==> src/rtl/vtm_pkg.sv <==
package vtm_pkg;
  typedef enum logic [2:0] {
    PH_IDLE,
    PH_ACT,
    PH_FP,
    PH_SYNC,
    PH_BP
  } phase_e;

  localparam int SEG_ACT = 0;
  localparam int SEG_FP  = 1;
  localparam int SEG_SYN = 2;
  localparam int SEG_BP  = 3;
  localparam int SEG_TOT = 4;
  localparam int N_SEG   = 5;
endpackage

==> src/rtl/vtm_input_stage.sv <==
module vtm_input_stage #(
  parameter int DW = 24
) (
  input  logic          clk,
  input  logic          rst,
  input  logic [DW-1:0] rgb_i,
  input  logic          hs_n_i,
  input  logic          vs_n_i,
  input  logic          blank_i,
  output logic [DW-1:0] rgb_q,
  output logic          hs_n_q,
  output logic          vs_n_q,
  output logic          blank_q
);
  always_ff @(posedge clk) begin
    if (rst) begin
      rgb_q   <= '0;
      hs_n_q  <= 1'b1;
      vs_n_q  <= 1'b1;
      blank_q <= 1'b1;
    end else begin
      rgb_q   <= rgb_i;
      hs_n_q  <= hs_n_i;
      vs_n_q  <= vs_n_i;
      blank_q <= blank_i;
    end
  end

  // idle values on the clock after reset
  a_r1_idle_after_reset: assert property (@(posedge clk)
    $past(rst) |-> (rgb_q == '0 && hs_n_q && vs_n_q && blank_q));
endmodule

==> src/rtl/vtm_line_sampler.sv <==
module vtm_line_sampler (
  input  logic clk,
  input  logic rst,
  input  logic hs_n,
  input  logic vs_n,
  input  logic blank,
  output logic line_tick,
  output logic line_blank,
  output logic line_vs_n
);
  logic hs_d;
  logic had_act_q;
  logic vs_line_q;

  assign line_tick  = hs_d & ~hs_n;
  assign line_blank = ~had_act_q;
  assign line_vs_n  = vs_line_q;

  always_ff @(posedge clk) begin
    if (rst) begin
      hs_d      <= 1'b1;
      had_act_q <= 1'b0;
      vs_line_q <= 1'b1;
    end else begin
      hs_d <= hs_n;
      if (line_tick) begin
        had_act_q <= ~blank;
        vs_line_q <= vs_n;
      end else if (!blank) begin
        had_act_q <= 1'b1;
      end
    end
  end
endmodule

==> src/rtl/vtm_axis_meter.sv <==
module vtm_axis_meter
  import vtm_pkg::*;
#(
  parameter int ACT  = 640,
  parameter int FP   = 16,
  parameter int SYNC = 96,
  parameter int BP   = 48
) (
  input  logic             clk,
  input  logic             rst,
  input  logic             tick,
  input  logic             blank_i,
  input  logic             sync_n_i,
  output logic [N_SEG-1:0] err_o,
  output logic             frame_o,
  output logic             complete_o
);
  localparam int TOT = ACT + FP + SYNC + BP;
  localparam int CW  = $clog2(TOT + 1) + 1;
  localparam logic [CW-1:0] CMAX = '1;

  phase_e          phase_q, ph_nxt;
  logic [CW-1:0]   run_q, tot_q, exp_run;
  logic            primed_q, change, enter_sync, cmp_seg;
  logic [N_SEG-1:0] err_d;

  always_comb begin
    if (!sync_n_i)                             ph_nxt = PH_SYNC;
    else if (!blank_i)                         ph_nxt = PH_ACT;
    else if (phase_q == PH_ACT || phase_q == PH_FP) ph_nxt = PH_FP;
    else                                       ph_nxt = PH_BP;
  end

  assign change     = tick && (ph_nxt != phase_q);
  assign enter_sync = change && (ph_nxt == PH_SYNC) && (phase_q != PH_IDLE);
  assign cmp_seg    = change && primed_q && (phase_q != PH_IDLE) &&
                      !(phase_q == PH_BP && ph_nxt != PH_ACT);

  always_comb begin
    case (phase_q)
      PH_ACT:  exp_run = CW'(ACT);
      PH_FP:   exp_run = CW'(FP);
      PH_SYNC: exp_run = CW'(SYNC);
      PH_BP:   exp_run = CW'(BP);
      default: exp_run = '0;
    endcase
  end

  always_comb begin
    err_d = '0;
    if (cmp_seg && run_q != exp_run) begin
      case (phase_q)
        PH_ACT:  err_d[SEG_ACT] = 1'b1;
        PH_FP:   err_d[SEG_FP]  = 1'b1;
        PH_SYNC: err_d[SEG_SYN] = 1'b1;
        PH_BP:   err_d[SEG_BP]  = 1'b1;
        default: err_d = '0;
      endcase
    end
    err_d[SEG_TOT] = enter_sync && primed_q && (tot_q != CW'(TOT));
  end

  always_ff @(posedge clk) begin
    if (rst) begin
      phase_q    <= PH_IDLE;
      run_q      <= '0;
      tot_q      <= '0;
      primed_q   <= 1'b0;
      err_o      <= '0;
      frame_o    <= 1'b0;
      complete_o <= 1'b0;
    end else begin
      err_o      <= err_d;
      frame_o    <= enter_sync;
      complete_o <= enter_sync && primed_q;
      if (tick) begin
        phase_q <= ph_nxt;
        if (change)            run_q <= CW'(1);
        else if (run_q != CMAX) run_q <= run_q + 1'b1;
        if (change && ph_nxt == PH_SYNC) tot_q <= CW'(1);
        else if (tot_q != CMAX)          tot_q <= tot_q + 1'b1;
        if (enter_sync) primed_q <= 1'b1;
      end
    end
  end

  // a completed-frame report needs an earlier measured sync fall
  a_r8_complete_needs_frame: assert property (@(posedge clk) disable iff (rst)
    complete_o |-> frame_o);
endmodule

==> src/rtl/vid_timing_mon.sv <==
module vid_timing_mon
  import vtm_pkg::*;
#(
  parameter int COLOR_W     = 8,
  parameter int H_ACT       = 640,
  parameter int H_FP        = 16,
  parameter int H_SYNC      = 96,
  parameter int H_BP        = 48,
  parameter int V_ACT       = 480,
  parameter int V_FP        = 11,
  parameter int V_SYNC      = 2,
  parameter int V_BP        = 32,
  parameter int LOCK_FRAMES = 2
) (
  input  logic                 clk,
  input  logic                 rst,
  input  logic                 clr,
  input  logic [3*COLOR_W-1:0] pix_rgb_i,
  input  logic                 pix_hs_n_i,
  input  logic                 pix_vs_n_i,
  input  logic                 pix_blank_i,
  output logic [3*COLOR_W-1:0] pix_rgb_o,
  output logic                 pix_hs_n_o,
  output logic                 pix_vs_n_o,
  output logic                 pix_blank_o,
  output logic [2*N_SEG-1:0]   mismatch_o,
  output logic                 locked_o
);
  localparam int DW  = 3 * COLOR_W;
  localparam int NF  = 2 * N_SEG;
  localparam int LCW = $clog2(LOCK_FRAMES + 1);
  localparam logic [LCW-1:0] LMAX = LCW'(LOCK_FRAMES);

  logic [N_SEG-1:0] h_err, v_err;
  logic [NF-1:0]    new_err;
  logic             h_frame_unused, h_complete_unused;
  logic             v_frame, v_complete;
  logic             ln_tick, ln_blank, ln_vs_n;
  logic             any_err, dirty_q;
  logic [LCW-1:0]   clean_q, clean_inc;

  vtm_input_stage #(.DW(DW)) u_in (
    .clk(clk), .rst(rst),
    .rgb_i(pix_rgb_i), .hs_n_i(pix_hs_n_i), .vs_n_i(pix_vs_n_i), .blank_i(pix_blank_i),
    .rgb_q(pix_rgb_o), .hs_n_q(pix_hs_n_o), .vs_n_q(pix_vs_n_o), .blank_q(pix_blank_o)
  );

  vtm_axis_meter #(.ACT(H_ACT), .FP(H_FP), .SYNC(H_SYNC), .BP(H_BP)) u_h (
    .clk(clk), .rst(rst), .tick(1'b1),
    .blank_i(pix_blank_o), .sync_n_i(pix_hs_n_o),
    .err_o(h_err), .frame_o(h_frame_unused), .complete_o(h_complete_unused)
  );

  vtm_line_sampler u_ls (
    .clk(clk), .rst(rst),
    .hs_n(pix_hs_n_o), .vs_n(pix_vs_n_o), .blank(pix_blank_o),
    .line_tick(ln_tick), .line_blank(ln_blank), .line_vs_n(ln_vs_n)
  );

  vtm_axis_meter #(.ACT(V_ACT), .FP(V_FP), .SYNC(V_SYNC), .BP(V_BP)) u_v (
    .clk(clk), .rst(rst), .tick(ln_tick),
    .blank_i(ln_blank), .sync_n_i(ln_vs_n),
    .err_o(v_err), .frame_o(v_frame), .complete_o(v_complete)
  );

  assign new_err   = {v_err, h_err};
  assign any_err   = |new_err;
  assign clean_inc = (clean_q == LMAX) ? LMAX : clean_q + 1'b1;

  always_ff @(posedge clk) begin
    if (rst) begin
      mismatch_o <= '0;
      locked_o   <= 1'b0;
      dirty_q    <= 1'b0;
      clean_q    <= '0;
    end else begin
      mismatch_o <= (clr ? '0 : mismatch_o) | new_err;
      if (any_err) begin
        locked_o <= 1'b0;
        clean_q  <= '0;
        dirty_q  <= !v_frame;
      end else if (v_frame) begin
        dirty_q <= 1'b0;
        if (v_complete && !dirty_q) begin
          clean_q  <= clean_inc;
          locked_o <= (clean_inc == LMAX);
        end else begin
          clean_q  <= '0;
          locked_o <= 1'b0;
        end
      end
    end
  end

  // bits never fall without a clear
  a_r5_sticky: assert property (@(posedge clk) disable iff (rst)
    !clr |=> ((mismatch_o & $past(mismatch_o)) == $past(mismatch_o)));
  // clear empties the flags when nothing new arrives
  a_r6_clear: assert property (@(posedge clk) disable iff (rst)
    (clr && new_err == '0) |=> (mismatch_o == '0));
  // a new mismatch is always recorded, clear or not
  a_r6_new_wins: assert property (@(posedge clk) disable iff (rst)
    (new_err != '0) |=> ((mismatch_o & $past(new_err)) == $past(new_err)));
  // any mismatch drops lock
  a_r7_unlock: assert property (@(posedge clk) disable iff (rst)
    any_err |=> !locked_o);
  // lock only rises at a frame boundary
  a_r7_lock_at_frame: assert property (@(posedge clk) disable iff (rst)
    $rose(locked_o) |-> $past(v_frame));
endmodule

==> config.mk <==
export PLATFORM = sky130hd
export DESIGN_NAME = vid_timing_mon
export DESIGN_NICKNAME = d
export VERILOG_FILES = /design/src/rtl/vtm_pkg.sv /design/src/rtl/vtm_input_stage.sv /design/src/rtl/vtm_line_sampler.sv /design/src/rtl/vtm_axis_meter.sv /design/src/rtl/vid_timing_mon.sv
export SDC_FILE = /design/constraint.sdc
export NUM_CORES = 1
export LEC_CHECK = 0
export ABC_AREA = 0
export BUFFER_PORTS_ARGS = -buffer_cell sky130_fd_sc_hd__buf_2
export CORE_UTILIZATION = 45
export DETAILED_ROUTE_END_ITERATION = 12
export PLACE_DENSITY = 0.65
export SYNTH_ARGS = -nofsm -noshare
export SYNTH_HDL_FRONTEND = slang
export SYNTH_SLANG_ARGS = --single-unit
==> constraint.sdc <==
create_clock -name clk -period 2.1 [get_ports clk]
set_input_delay 0.63 -clock clk [delete_from_list [all_inputs] [get_ports clk]]
set_output_delay 0.63 -clock clk [all_outputs]
set_load 0.05 [all_outputs]
==> metrics.txt, run 1 <==
outcome=finished clean; antenna-violating nets left=0; DIE WIDTH=104 um; CP cell instances=buf_2; synthesized flop and latch total=107; Pwr Density=720 mW/mm2; most frequent cells in the layout=dfxtp_1 (107), buf_2 (67), a21oi_1 (43), nor2_1 (37), nor2b_1 (29); # resized after CTS=0; Core ar.=0.0102 mm2; Slew Viols, Final=0; Design Area, Final=0.00537 mm2; nets=620; Total GRT Usage=18.3%; CTS Hold Buffers Added=0; latest clock arrival within the worst-skew pair=0.36 ns; CP delay by family, top=flip-flops; number of global-route vias before repair=3708; Critical-path top delay cell=dfxtp_1; largest net degree at the start of global routing=27; Post-DP Area=0.00515 mm2; RSZ-0062 raised after global routing=false; initial antenna violation count=0; Worst Skew=0.00704 ns; crit path DAT=1.28 ns; Synth cell types=75; Initial Util=46.1%; port bufs=67; CP Data Required Time=1.47 ns; initial DRC count=132; asr flop ratio synth=0%; Ys Warns=0; Final Critical Period=1.91 ns; worst slew pin tran=0.566 ns; Via density=5.42; Post-DP HPWL=7.21 mm; Mapped Avg Cell Area=9.06 um2; # Post-CTS Setup Buffers=0; crit-path max cell delay=0.57 ns; Netlist Area Pre-Place=0.00472 mm2; clock root buffer=clkbuf_8; Tcrit/Tclk final=91.1%; final wirelength=9.78 mm; DR pass1 iterations=4; Synthesized Nets=559; gpl congestion=0.847; worst vdd ir=0.000383 V; first-pass GRT wire length=16.6 mm; Worst setup SP type=flop; DRC=0; final setup violating endpoints=0; WL/cell=13.5 um; ANT cells=0; GR Overflow Total=0; post-synthesis sequential area ratio=45.4%; CP endpoint kind=primary output; DIE HEIGHT=104 um; commonest non-fill, non-tap cell in the layout=dfxtp_1; I/O pins=68; CTS Buf Count=9; Crit Path Max Fanout=11; fraction of layout cells with a size suffix above 1=19.4%; critical path class=flop to primary output; via count=3921; CTS tree=done; Hold Crit Class=input port to flop; Hold Fails Final Rpt=0; total power=0.00387 W; Pleak=2.03 nW; Post-synth EDFFs=0; top_reg_cell synth=dfxtp_1; Buffers & Inverters on Critical Path=1; Relative slew margins=62.0%; Cells after Synth=521; Rows=37; max frequency=523 MHz; Max Cap Violations=0; htree depth=3; setup tns final=0 ns; hold slack=0.441 ns; die area=0.0109 mm2; clock transition at the registers of the reported paths=0.10 ns; Core Util, Final=52.5%; Area growth syn-to-layout=13.7%; clock sink count=107; CTS max path bufs=2
[per-stage QoR]
stage          worst slack [ns]  cells
6_report                  0.187    723
5_1_grt                   0.102    723
4_1_cts                   0.158    723
3_5_place_dp              0.275    707
3_3_place_gp              0.347    707
2_1_floorplan             0.228    521
[registers in the layout (all words and copies together), names as in the netlist, 3 cells and up]
name and flops:
mismatch_o 10, u_h.err_o 5, u_h.phase_q 3, u_h.run_q 11, u_h.tot_q 11, u_in.rgb_q 24
u_v.err_o 5, u_v.phase_q 3, u_v.run_q 11, u_v.tot_q 11
[worst register-to-register path, delay by kind of cell (launching register included)]
family	cells	cell delay, ns
DFF	1	0.59
and+or+nand+nor	2	0.66
AOI/OAI and AO/OA	2	0.45
[cell usage after synthesis (all sizes together) (3+ instances only)]
cell	instances	share of area (%)
ha	8	2.1
clkbuf	12	0.98
xor2	3	0.56
xnor2	9	1.7
a211oi	13	2.1
and3b	3	0.56
a31oi	4	0.53
o31ai	4	0.93
nor3	15	1.6
dfxtp	107	45
nand4	11	1.5
nor3b	6	0.95
nand2b	8	1.2
or3	13	1.8
and3	8	1.1
a2111oi	8	2.0
and4	4	0.74
nand3b	4	0.64
nor2b	29	3.8
o21a	3	0.48
nor4	9	1.5
o21ai	16	1.8
or4b	3	0.64
buf	13	1.8
nand2	28	2.2
or2	10	1.3
a221oi	3	0.69
inv	20	1.6
or4	5	0.80
o211ai	6	1.1
nor2	37	2.9
nand3	25	2.7
a21oi	43	4.6
[final timing paths]
path                                   from                 endpoint  slack [ns]  cells past startpoint
setup / recovery     u_in.hs_n_q$_SDFF_PP1_               pix_hs_n_o        0.19                      1
hold / removal                   pix_vs_n_i   u_in.vs_n_q$_SDFF_PP1_        0.44                      2
setup reg to reg  u_h.phase_q[0]$_SDFF_PP0_  u_h.err_o[0]$_SDFF_PP0_        0.27                      4
hold reg to reg     clean_q[0]$_SDFFE_PP0P_  clean_q[0]$_SDFFE_PP0P_        0.48                      2
[kinds of logic (layout without fill, tap and decap cells)]
kind of cell	Yosys count	after routing	synth area share [%]
adders and majority gates	8	8	2.12
xor gates and xnor gates	12	12	2.23
buffers and inverters	46	112	4.45
AOI/OAI and AO/OA	121	121	17.9
and+or+nand+nor	224	224	27.3
muxes	3	3	0.663
DFF	107	107	45.4
[power breakdown]
group | switching [W] | internal [W] | leakage (nW)
sequential | 0.0000588 | 0.00208 | 0.873
clock | 0.000678 | 0.000621 | 0.106
combinational | 0.000272 | 0.000153 | 1.05
total | 0.00101 | 0.00286 | 2.03
[routing by layer]
| layer | vias up | GRT usage [%] | part of all wire, % |
|---|---|---|---|
| met3 | 8 | 3.95 | 3.1 |
| li1 | 2019 | - | - |
| met5 | - | 0 | 0 |
| met1 | 1833 | 22.8 | 48 |
| met2 | 61 | 31.5 | 48 |
| met4 | 0 | 5.71 | 1.1 |
[layout make-up]
| type | instances | area [um2] |
|---|---|---|
| clock buffers | 11 | 151 |
| clock inverters | 5 | 60.1 |
| fillers | 969 | 4860 |
| inverters | 21 | 78.8 |
| multi-input cells | 368 | 2370 |
| flip-flops and latches | 107 | 2140 |
| well taps | 136 | 170 |
| repair buffers | 75 | 395 |
(Power assumes the default switching activity.)
==> run 2: changes to the inputs <==
--- a/config.mk
+++ b/config.mk
@@ -7,9 +7,8 @@
 export LEC_CHECK = 0
 export ABC_AREA = 0
 export BUFFER_PORTS_ARGS = -buffer_cell sky130_fd_sc_hd__buf_2
-export CORE_UTILIZATION = 45
+export CORE_UTILIZATION = 39
 export DETAILED_ROUTE_END_ITERATION = 12
-export PLACE_DENSITY = 0.65
 export SYNTH_ARGS = -nofsm -noshare
 export SYNTH_HDL_FRONTEND = slang
 export SYNTH_SLANG_ARGS = --single-unit
==> run 2 against run 1 <==
Non-clock buffer count fell by 1; largest cell class unchanged; highest routed layer unchanged; critical endpoint unchanged; register-to-register slack got worse by 0.02 ns; combinational power barely moved; die area rose by 15%; core utilization fell by 5.3 points; count of clock-buffer cells in the layout fell by 2; global-route usage fell by 1.6 points; the run now ends with DRC left; critical path type unchanged.
==> metrics.txt, run 2 (synthesis gave the netlist of run 1 again) <==
outcome=finished, violations left; failing checks=DRC; total power=0.00434 W (+12%); CP endpoint kind=primary output; Pwr Density=793 mW/mm2 (+10%); share of total power in sequential cells=49.4% (-6.0 points); commonest non-fill, non-tap cell in the layout=dfxtp_1; DIE HEIGHT=112 um (+7.3%); Comb pwr share=9.7% (-1.3 points); Design Area, Final=0.00547 mm2 (+2.0%); nets=619 (-0.16%); via count=3955 (+0.87%); # resized after CTS=0 (unchanged); Hold Crit Class=input port to flop; P_int=0.00328 W (+15%); DRC=5 (+5); Core ar.=0.0116 mm2 (+14%); net switching fraction of the power=24.4% (-1.6 points); final std cells w/o fill=728 (+0.69%); max frequency=526 MHz (+0.59%); worst slew pin tran=0.556 ns (-0.00920 ns); Max Cap Violations=0 (unchanged); met3 WL=413 um (+35%); fraction of layout cells with a size suffix above 1=19.1% (-0.28 points); DP Cell Count=713 (+0.85%); CP Data Required Time=1.47 ns (about the same); worst vdd ir=0.000419 V (+9.4%); DIE WIDTH=112 um (+7.3%); CTS tree=done; final setup violating endpoints=0 (unchanged); Buffers & Inverters on Critical Path=1 (unchanged); port bufs=67 (unchanged); CTS max path bufs=2 (unchanged); Rows=39 (+5.4%); clock transition at the registers of the reported paths=0.07 ns (-0.03 ns); routed length on met1=4.75 mm (+0.64%); antenna-violating nets left=0 (unchanged); DR pass1 iterations=8 (+4); htree depth=3 (unchanged); Highest Signal Layer=met4; Initial Util=40.6% (-5.5 points); Post-DP Area=0.00516 mm2 (about the same); first-pass GRT wire length=17.1 mm (+3.1%); most frequent cells in the layout=dfxtp_1 (107), buf_2 (67), a21oi_1 (43), nor2_1 (37), nor2b_1 (29); Pleak=2.08 nW (+2.2%); Post-DP HPWL=7.23 mm (+0.38%); number of global-route vias before repair=3761 (+1.4%); Tcrit/Tclk final=90.6% (-0.54 points); Critical-path top delay cell=dfxtp_1; die area=0.0125 mm2 (+15%); CP cell instances=buf_2; Core Util, Final=47.1% (-5.3 points); Worst Skew=0.00684 ns (-0.000202 ns); Area growth syn-to-layout=15.9%; final wirelength=9.76 mm (-0.25%); # Post-CTS Setup Buffers=0 (unchanged); clock share of power=40.9% (+7.3 points); GR Overflow Total=0 (unchanged); initial antenna violation count=0 (unchanged); Crit Path Max Fanout=11 (unchanged); setup tns final=0 ns (unchanged); I/O pins=68 (unchanged); Most flops, register=u_in.rgb_q; Hold Fails Final Rpt=0 (unchanged); WL/cell=13.4 um (-0.93%); RSZ-0062 raised after global routing=false; initial DRC count=267 (+100%); max FFs per register=24 (unchanged); critical path class=flop to primary output; Worst setup SP type=flop; gpl congestion=0.828 (-2.2%); largest net degree at the start of global routing=26 (-3.7%); crit-path max cell delay=0.57 ns (about the same); latest clock arrival within the worst-skew pair=0.34 ns (-0.02 ns); Relative slew margins=62.6% (+0.62 points); CP delay by family, top=flip-flops; Final Critical Period=1.90 ns (-0.0113 ns); CTS Buf Count=9 (unchanged); Total GRT Usage=16.7% (-1.6 points); clock root buffer=clkbuf_16; Via density=5.43 (+0.17%); crit path DAT=1.27 ns (about the same); ANT cells=0 (unchanged); CTS Hold Buffers Added=0 (unchanged); P_sw=0.00106 W (+5.1%); Slew Viols, Final=0 (unchanged); wire length on met2=4.51 mm (-3.0%); fillcell total=1125 (+16%); clock sink count=107 (unchanged)
-- run 2: worst paths after layout --
kind	cells past startpoint	slack [ns]	end	startpoint
setup / recovery	1	0.20	pix_hs_n_o	u_in.hs_n_q$_SDFF_PP1_
hold / removal	2	0.46	u_in.vs_n_q$_SDFF_PP1_	pix_vs_n_i
setup reg to reg	4	0.25	u_v.err_o[1]$_SDFF_PP0_	u_v.phase_q[0]$_SDFFE_PP0P_
hold reg to reg	2	0.47	mismatch_o[1]$_SDFF_PP0_	u_h.err_o[1]$_SDFF_PP0_
-- run 2: area by class of cell --
cell class	count	area [um2]	share of cell area, %
multi-input combinational	368	2370	43.3
timing repair buffer	74	388	7.09
sequential	107	2140	39.1
clock buffer	9	225	4.12
clock inverter	6	91.3	1.67
tap	143	179	3.27
inverter	21	78.8	1.44
-- run 2: layer usage --
layer  GRT usage (%)  vias up
li1                -     2022
met1            21.4     1849
met2            27.2       79
met3            5.24        5
met4            4.36        0
met5               0        -
-- run 2: power groups by stage --
stage	clock network (W)	logic, W	registers [W]
6_report	0.00177	0.000422	0.00214
3_3_place_gp	0	0.000421	0.00219
5_1_grt	0.00193	0.000464	0.00215
2_1_floorplan	0	0.000252	0.00226
3_5_place_dp	0	0.000426	0.00219
4_1_cts	0.00185	0.000427	0.00214
-- run 2: through the flow --
stage	hold WS, ns	worst slack, ns
final	0.464	0.198
after global routing	0.455	0.0676
after CTS	0.451	0.189
after detailed placement	0.463	0.255
after global placement	0.452	0.342
after floorplan	0.437	0.228
